## config.mk

```make
export PLATFORM = sky130hd
export DESIGN_NAME = mst_xfer_tracker
export DESIGN_NICKNAME = d
export VERILOG_FILES = /design/src/rtl/mst_pkg.sv /design/src/rtl/mst_phase_ctrl.sv /design/src/rtl/mst_sector_counter.sv /design/src/rtl/mst_status_flags.sv /design/src/rtl/mst_xfer_tracker.sv
export SDC_FILE = /design/constraint.sdc
export NUM_CORES = 1
export LEC_CHECK = 0
export ABC_AREA = 1
export BUFFER_PORTS_ARGS = -buffer_cell sky130_fd_sc_hd__buf_2
export CAP_MARGIN = 10
export CORE_MARGIN = 4
export CORE_UTILIZATION = 45
export DETAILED_ROUTE_END_ITERATION = 6
export PLACE_DENSITY = 0.71
export SYNTH_ARGS = -nofsm -noshare
export SYNTH_HDL_FRONTEND = slang
export SYNTH_SLANG_ARGS = --single-unit
```

## constraint.sdc

```tcl
create_clock -name clk -period 2.9 [get_ports clk]
set_input_delay 0.145 -clock clk [delete_from_list [all_inputs] [get_ports clk]]
set_output_delay 0.145 -clock clk [all_outputs]
set_load 0.005 [all_outputs]
```

## src/rtl/mst_pkg.sv

```systemverilog
package mst_pkg;
  typedef enum logic [1:0] {
    PH_IDLE   = 2'd0,
    PH_SETTLE = 2'd1,
    PH_MOVE   = 2'd2
  } phase_t;
endpackage

```

## src/rtl/mst_phase_ctrl.sv

```systemverilog
module mst_phase_ctrl
  import mst_pkg::*;
#(
  parameter int SETTLE_CYC = 2
) (
  input  logic   clk,
  input  logic   rst,
  input  logic   cmd_start,
  input  logic   sec_done,
  input  logic   fatal_err,
  input  logic   last_sector,
  output phase_t phase,
  output logic   accept,
  output logic   take,
  output logic   fin_ok,
  output logic   fin_fail,
  output logic   bsy_q,
  output logic   drq_q,
  output logic   done_q
);
  localparam int WC_W = (SETTLE_CYC < 2) ? 1 : $clog2(SETTLE_CYC);
  localparam logic [WC_W-1:0] WC_INIT = WC_W'(SETTLE_CYC - 1);

  phase_t          nxt;
  logic [WC_W-1:0] wcnt, wcnt_nxt;

  always_comb begin
    accept   = (phase == PH_IDLE) && cmd_start;
    fin_fail = (phase != PH_IDLE) && fatal_err;
    take     = (phase == PH_MOVE) && sec_done && !fatal_err;
    fin_ok   = take && last_sector;
    nxt      = phase;
    wcnt_nxt = wcnt;
    unique case (phase)
      PH_IDLE: begin
        if (accept) begin
          nxt      = PH_SETTLE;
          wcnt_nxt = WC_INIT;
        end
      end
      PH_SETTLE: begin
        if (fin_fail)          nxt = PH_IDLE;
        else if (wcnt == '0)   nxt = PH_MOVE;
        else                   wcnt_nxt = wcnt - 1'b1;
      end
      PH_MOVE: begin
        if (fin_fail || fin_ok) nxt = PH_IDLE;
        else if (take) begin
          nxt      = PH_SETTLE;
          wcnt_nxt = WC_INIT;
        end
      end
      default: nxt = PH_IDLE;
    endcase
  end

  always_ff @(posedge clk) begin
    if (rst) begin
      phase  <= PH_IDLE;
      wcnt   <= '0;
      bsy_q  <= 1'b0;
      drq_q  <= 1'b0;
      done_q <= 1'b0;
    end else begin
      phase  <= nxt;
      wcnt   <= wcnt_nxt;
      bsy_q  <= (nxt == PH_SETTLE);
      drq_q  <= (nxt == PH_MOVE);
      done_q <= fin_ok || fin_fail;
    end
  end
endmodule

```

## src/rtl/mst_sector_counter.sv

```systemverilog
module mst_sector_counter #(
  parameter int CNT_W = 8
) (
  input  logic             clk,
  input  logic             rst,
  input  logic             load,
  input  logic [CNT_W-1:0] load_val,
  input  logic             dec,
  input  logic             fin_ok,
  input  logic             fin_fail,
  output logic             last_sector,
  output logic [CNT_W-1:0] count_q
);
  localparam int REM_W = CNT_W + 1;
  localparam logic [REM_W-1:0] REM_MAX = REM_W'(1) << CNT_W;
  localparam logic [REM_W-1:0] REM_ONE = REM_W'(1);

  logic [REM_W-1:0] remain;

  assign last_sector = (remain == REM_ONE);

  always_ff @(posedge clk) begin
    if (rst) begin
      remain  <= '0;
      count_q <= '0;
    end else begin
      if (load) begin
        remain  <= (load_val == '0) ? REM_MAX : {1'b0, load_val};
        count_q <= load_val;
      end else if (dec) begin
        remain <= remain - REM_ONE;
      end
      if (fin_ok)        count_q <= '0;
      else if (fin_fail) count_q <= remain[CNT_W-1:0];
    end
  end
endmodule

```

## src/rtl/mst_status_flags.sv

```systemverilog
module mst_status_flags #(
  parameter int CODE_W = 8
) (
  input  logic              clk,
  input  logic              rst,
  input  logic              clear,
  input  logic              active,
  input  logic              corr_in,
  input  logic              fail,
  input  logic [CODE_W-1:0] cause,
  output logic              corr_q,
  output logic              err_q,
  output logic [CODE_W-1:0] code_q
);
  always_ff @(posedge clk) begin
    if (rst || clear) begin
      corr_q <= 1'b0;
      err_q  <= 1'b0;
      code_q <= '0;
    end else begin
      if (active && corr_in) corr_q <= 1'b1;
      if (fail) begin
        err_q  <= 1'b1;
        code_q <= cause;
      end
    end
  end
endmodule

```

## src/rtl/mst_xfer_tracker.sv

```systemverilog
module mst_xfer_tracker
  import mst_pkg::*;
#(
  parameter int CNT_W      = 8,
  parameter int CODE_W     = 8,
  parameter int SETTLE_CYC = 2
) (
  input  logic              clk,
  input  logic              rst,
  input  logic              cmd_start,
  input  logic [CNT_W-1:0]  cmd_count,
  input  logic              sec_done,
  input  logic              corr_err,
  input  logic              fatal_err,
  input  logic [CODE_W-1:0] fatal_cause,
  output logic              st_bsy,
  output logic              st_drq,
  output logic              st_corr,
  output logic              st_err,
  output logic [CODE_W-1:0] err_code,
  output logic              done,
  output logic [CNT_W-1:0]  sec_count
);
  phase_t phase;
  logic   accept, take, fin_ok, fin_fail, last_sector;

  mst_phase_ctrl #(.SETTLE_CYC(SETTLE_CYC)) u_ctrl (
    .clk(clk), .rst(rst), .cmd_start(cmd_start), .sec_done(sec_done),
    .fatal_err(fatal_err), .last_sector(last_sector), .phase(phase),
    .accept(accept), .take(take), .fin_ok(fin_ok), .fin_fail(fin_fail),
    .bsy_q(st_bsy), .drq_q(st_drq), .done_q(done)
  );

  mst_sector_counter #(.CNT_W(CNT_W)) u_cnt (
    .clk(clk), .rst(rst), .load(accept), .load_val(cmd_count), .dec(take),
    .fin_ok(fin_ok), .fin_fail(fin_fail), .last_sector(last_sector),
    .count_q(sec_count)
  );

  mst_status_flags #(.CODE_W(CODE_W)) u_flags (
    .clk(clk), .rst(rst), .clear(accept), .active(phase != PH_IDLE),
    .corr_in(corr_err), .fail(fin_fail), .cause(fatal_cause),
    .corr_q(st_corr), .err_q(st_err), .code_q(err_code)
  );
endmodule

```

-- Yosys cells after proc, flatten, opt, wreduce, memory -nomap -nowiden
Index checks and enable logic that the tools add are counted.
- reduce and logical (&&, ||, !) cells: 17
- equal/unequal tests: 9
- muxes and demuxes: 17
- $add $sub $neg: 2
- operators with widths (cell ; number):
    $mux W9 ; 3
    $mux W8 ; 2
    $mux W2 ; 5
    $eq A9 B1 Y1 const B ; 1
    $sub A9 B1 Y9 const B ; 1
    $logic_not A8 Y1 ; 1
    $logic_and A1 B1 Y1 ; 6
    $ne A2 B2 Y1 const B ; 3
    $pmux W2 S3 ; 1
    $reduce_bool A2 Y1 ; 3
    $mux W1 ; 5
    $reduce_and A5 Y1 ; 1
    $eq A2 B1 Y1 const B ; 2
    $eq A2 B2 Y1 const B ; 2
    $pmux W1 S3 ; 1
    $reduce_bool A3 Y1 ; 1
    $logic_not A2 Y1 ; 1
    $logic_or A1 B1 Y1 ; 2
    $ne A2 B1 Y1 const B ; 1
    $reduce_or A2 Y1 ; 1
    $logic_not A1 Y1 ; 1
    $sub A1 B1 Y1 const B ; 1
- word-level logic and storage cells: 55
- register bits after elaboration: 33
- output and inout bits: 21

-- Depth between registers and ports, before layout
- depth in word-level cells: 8
- depth in mapped cells: 9
- depth with buffers taken out: 9

-- By module
A second synthesis with hierarchy kept.
- cell total of the unflattened synthesis: 259
- area total of the unflattened synthesis: 1737.9 um^2
- by module, submodules not included (module ; sequential area each (um^2) ; times used ; area each (um^2) ; cells each):
    mst_sector_counter ; 340.3 ; 1 ; 1011.0 ; 154
    mst_status_flags ; 200.2 ; 1 ; 425.4 ; 59
    mst_phase_ctrl ; 120.1 ; 1 ; 290.3 ; 43
    mst_xfer_tracker ; 0.0 ; 1 ; 11.3 ; 3

-- Worst setup path before layout
No wires, ideal clock.
- path kind: register -> register
- from: register u_ctrl.phase[1]
- to: register u_ctrl.bsy_q
- stages on the path, launching flop included: 8
- data required time: 2768 ps
- library setup time: 132 ps
- path buffers: 0
- data arrival time: 1042 ps
- path slack: 1726 ps
- cells stage by stage: dfxtp_1 > nand2_2 > nor2_8 > nand3_2 > nand2_1 > inv_2 > nand2_1 > a21oi_1
- word-level cells in the longest chain between the ends: 8
- elaborated cells on any way between the ends: 17
- RTL lines (what ; RTL line ; text):
    start, declared ; mst_phase_ctrl.sv:12 ; output phase_t phase,
    start signal, assigned ; mst_phase_ctrl.sv:65 ; phase <= nxt;
    $eq A2 B2 Y1 ; mst_phase_ctrl.sv:30, mst_phase_ctrl.sv:34 ;
    $logic_and A1 B1 Y1 (2 in series) ; mst_phase_ctrl.sv:30 ; take = (phase == PH_MOVE) && sec_done && !fatal_err;
    $logic_and A1 B1 Y1 ; mst_phase_ctrl.sv:31 ; fin_ok = take && last_sector;
    $logic_or A1 B1 Y1 ; mst_phase_ctrl.sv:47 ; if (fin_fail || fin_ok) nxt = PH_IDLE;
    $mux W2 ; mst_phase_ctrl.sv:47 ;
    $pmux W2 S3 (*) ; mst_phase_ctrl.sv:34 ; unique case (phase)
    $eq A2 B1 Y1 (*) ; mst_phase_ctrl.sv:67 ; bsy_q <= (nxt == PH_SETTLE);
    end signal, assigned ; mst_phase_ctrl.sv:67 ;
    end, declared ; mst_phase_ctrl.sv:17 ; output logic bsy_q,
Mark *: on every way between the ends. The rest lies on a longest branch, timed or not.
A chain may end at the register's enable or synchronous reset.

-- Worst setup path in the final report
- from: register u_ctrl.phase[0]
- to: register u_ctrl.wcnt
- word-level cells in the longest chain between the ends: 7
- elaborated cells on any way between the ends: 17
- RTL lines (what ; RTL line ; text):
    $eq A2 B2 Y1 ; mst_phase_ctrl.sv:30, mst_phase_ctrl.sv:34 ;
    $logic_and A1 B1 Y1 (2 in series) ; mst_phase_ctrl.sv:30 ;
    $logic_and A1 B1 Y1 ; mst_phase_ctrl.sv:31 ;
    $logic_or A1 B1 Y1 ; mst_phase_ctrl.sv:47 ;
    $ne A2 B2 Y1 (no line) ; n/a ;
    $reduce_and A5 Y1 (no line) ; n/a ;
    end signal, assigned ; mst_phase_ctrl.sv:66 ; wcnt <= wcnt_nxt;
    end, declared ; mst_phase_ctrl.sv:25 ; logic [WC_W-1:0] wcnt, wcnt_nxt;
Several ways; a longest one is shown, not always the timed one.

==> impl_metrics.ini <==
[run_status]
status = completed

[clocking]
clk_latency_ns = 0.35
clock_sinks = 33
cts_setup_buffers = 0
cts_tree = built
post_cts_resized = 0
holdBufCountCts = 0
clkTransAtPathRegs_ns = 0.11
cts_buffers = 5
cts_buffer_depth = 2
cts-htree-levels = 2
clockRootBuffer = clkbuf_4

[yosys]
yosys_warnings = 0
synth_nets = 238
synthesis.area_mm2 = 0.00157
ys_top_cells_by_count = nand2_1 (64), dfxtp_1 (33), nor2_1 (20)
synth-seq-area-share = 0.420
netlist_instances = 214
yosys.area.top_type_share = 0.420
synth_top_cells_by_area = dfxtp_1 (42%), nand2_1 (15%), a21oi_1 (5.7%), nor2_1 (4.8%), a31oi_1 (4.4%)
synth-main-ff-cell = dfxtp_1
synthArstFlopShare = 0
synth_most_common_cell = nand2_1
synth_area_leader_cell = dfxtp_1
syn_area_per_cell_um2 = 7.34
synth-seq-cells = 33
synth_edf_count = 0
synth_cell_type_count = 27

[setup_path]
regToRegSetupSlack_ns = 1.52
cp.arrival_ns = 1.63
crit_buf_inv = 1
rr_worst_depth = 7
cp_top_family = simple AND/OR/NAND/NOR gates
cp-start-kind = flip-flop
path_max_fanout = 19
r2r-start = u_ctrl.phase[0]$_SDFF_PP0_
crit_slowest_cell = dfxtp_1
worstPathRequired_ns = 3.15
setup.worst_path.end_class = flip-flop
crit_type = reg -> reg
r2r_end = u_ctrl.wcnt$_SDFFE_PP0P_
path_cells = nor2_4 -> nor2_8 -> inv_2 -> nand2_1 -> nand2_1 -> nand2_1 -> a21oi_2
cpPeakStageDelay_ns = 0.48
cp_common_cell = nand2_1
startpoint = u_ctrl.phase[0]$_SDFF_PP0_

[routing]
drc = 0
via_count = 1499
wire_per_inst_um = 11.5
drt_iter0_markers = 77
viasPerCell = 4.88
antenna_left = 0
drt-total-wl_mm = 3.52
dr.pass1.iters = 6

[sta]
slew_headroom = 0.765
finalMaxSlewViolations = 0
final_hold_viol_count = 0
finalSetupViolCount = 0
max_freq_mhz = 722
rsz0062_at_grt = false
period_share = 0.477
period_needed_ns = 1.38
holdWs_ns = 0.0362
layout_setup_ws_ns = 1.52
worst-slew-pin-transition_ns = 0.351
skew_ns = 0.00407
timing.setup.tns_ns = 0

[floorplanning]
fp.dieW_um = 67.1
dieHeight_um = 67.1
dieArea_mm2 = 0.00450
pin_count = 43
core_mm2 = 0.00336
start_util = 0.467
fp-row-count = 21

[grt]
track_usage = 0.166
grt-ovfl-total = 0
grt_pass1_wl_mm = 5.62
antenna_found_initial = 0
grt_max_degree = 20
grt_pass1_vias = 1292

[worst_hold_path]
hold_depth = 3
hp-start = fatal_cause[5]
hp-class = in -> reg
min_to = u_flags.code_q[5]$_SDFFE_PP0P_

[job]
drv_cap = 0

[placed_design]
io_buffers = 42
dp_slack_ns = 1.56
dp.final_hpwl_mm = 2.68
gp_congestion = 0.877

[power]
irDropWorstVdd_v = 0.000227
power_density_mw_per_mm2 = 496
cellLeakagePower_nw = 0.878

[final_layout]
nets = 284
area_growth_pct = 19.3
diodes = 0
layout-drive-gt1-share = 0.272
worst min-delay path: cells and delay by family:
family	cells	cell delay, ns
compound gates	1	0.05
buf+inv	1	0.09
simple gates	1	0.05
cell families after synthesis:
family	Yosys count	share of synthesized area
AO/OA/AOI/OAI	46	0.164
XOR/XNOR	2	0.0111
adder cells (fa/ha/maj)	2	0.0159
buffers and inverters	27	0.0764
flip-flops	33	0.420
AND/OR/NAND/NOR	104	0.312
final cells by class:
cell class / instances / area, um2
Fill cell: 351 / 1490
Multi-Input combinational cell: 154 / 791
Sequential cell: 33 / 661
Timing Repair Buffer: 42 / 210
Inverter: 24 / 100
Tap cell: 46 / 57.6
Clock buffer: 5 / 37.5
Clock inverter: 3 / 17.5
worst max-delay path by stage:
stage	endpoint	slack [ns]	depth (start not counted)
finish	u_ctrl.wcnt$_SDFFE_PP0P_	1.52	7
global route	u_ctrl.bsy_q$_SDFF_PP0_	1.35	7
CTS	u_ctrl.bsy_q$_SDFF_PP0_	1.52	7
detailed placement	u_cnt.remain[7]$_SDFFE_PP0P_	1.56	7
global placement	u_ctrl.phase[0]$_SDFF_PP0_	1.56	7
floorplan	u_ctrl.bsy_q$_SDFF_PP0_	1.73	7
registers in the layout, indices dropped and copies added, names as in the netlist:
signal / cells
u_cnt.count_q: 8
u_cnt.remain: 9
u_ctrl.bsy_q: 1
u_ctrl.done_q: 1
u_ctrl.drq_q: 1
u_ctrl.phase: 2
u_ctrl.wcnt: 1
u_flags.code_q: 8
u_flags.corr_q: 1
u_flags.err_q: 1
routing by layer:
layer	track usage	wire [um]	vias up
met1	0.228	1750	663
met2	0.242	1500	43
met4	0.0608	53	0
met5	0	0	-
li1	-	-	788
met3	0.0506	213	5
report_power, final:
group,internal [W],switching [W]
Combinational,0.0000676,0.000109
Sequential,0.000479,0.0000182
Clock,0.0000912,0.000165
per-stage QoR:
stage | std cells | util | instance area (um2) | power [W]
3_5_place_dp | 299 | 0.541 | 1820 | 0.000683
2_1_floorplan | 214 | - | 1570 | 0.000629
3_3_place_gp | 299 | 0.541 | 1820 | 0.000681
4_1_cts | 307 | 0.557 | 1870 | 0.000936
5_1_grt | 307 | 0.557 | 1870 | 0.000978
6_report | 307 | 0.557 | 1870 | 0.000930
cells in the final DEF (no fill, tap or decap), types with 2 or more instances in the layout:
cell,Yosys,final
nand4_1,3,3
inv_4,2,2
nand2_2,3,3
inv_2,4,4
a31oi_1,11,11
o21ai_0,12,12
xor2_1,2,2
clkinv_2,0,2
nand2_1,64,64
nor2_8,2,2
inv_1,17,17
nor2_1,20,20
buf_2,1,42
a21oi_2,2,2
ha_1,2,2
nand2_4,2,2
nand3_1,5,5
nor2_4,3,3
clkbuf_4,0,5
dfxtp_1,33,33
a21oi_1,18,18
(Power assumes the default switching activity.)
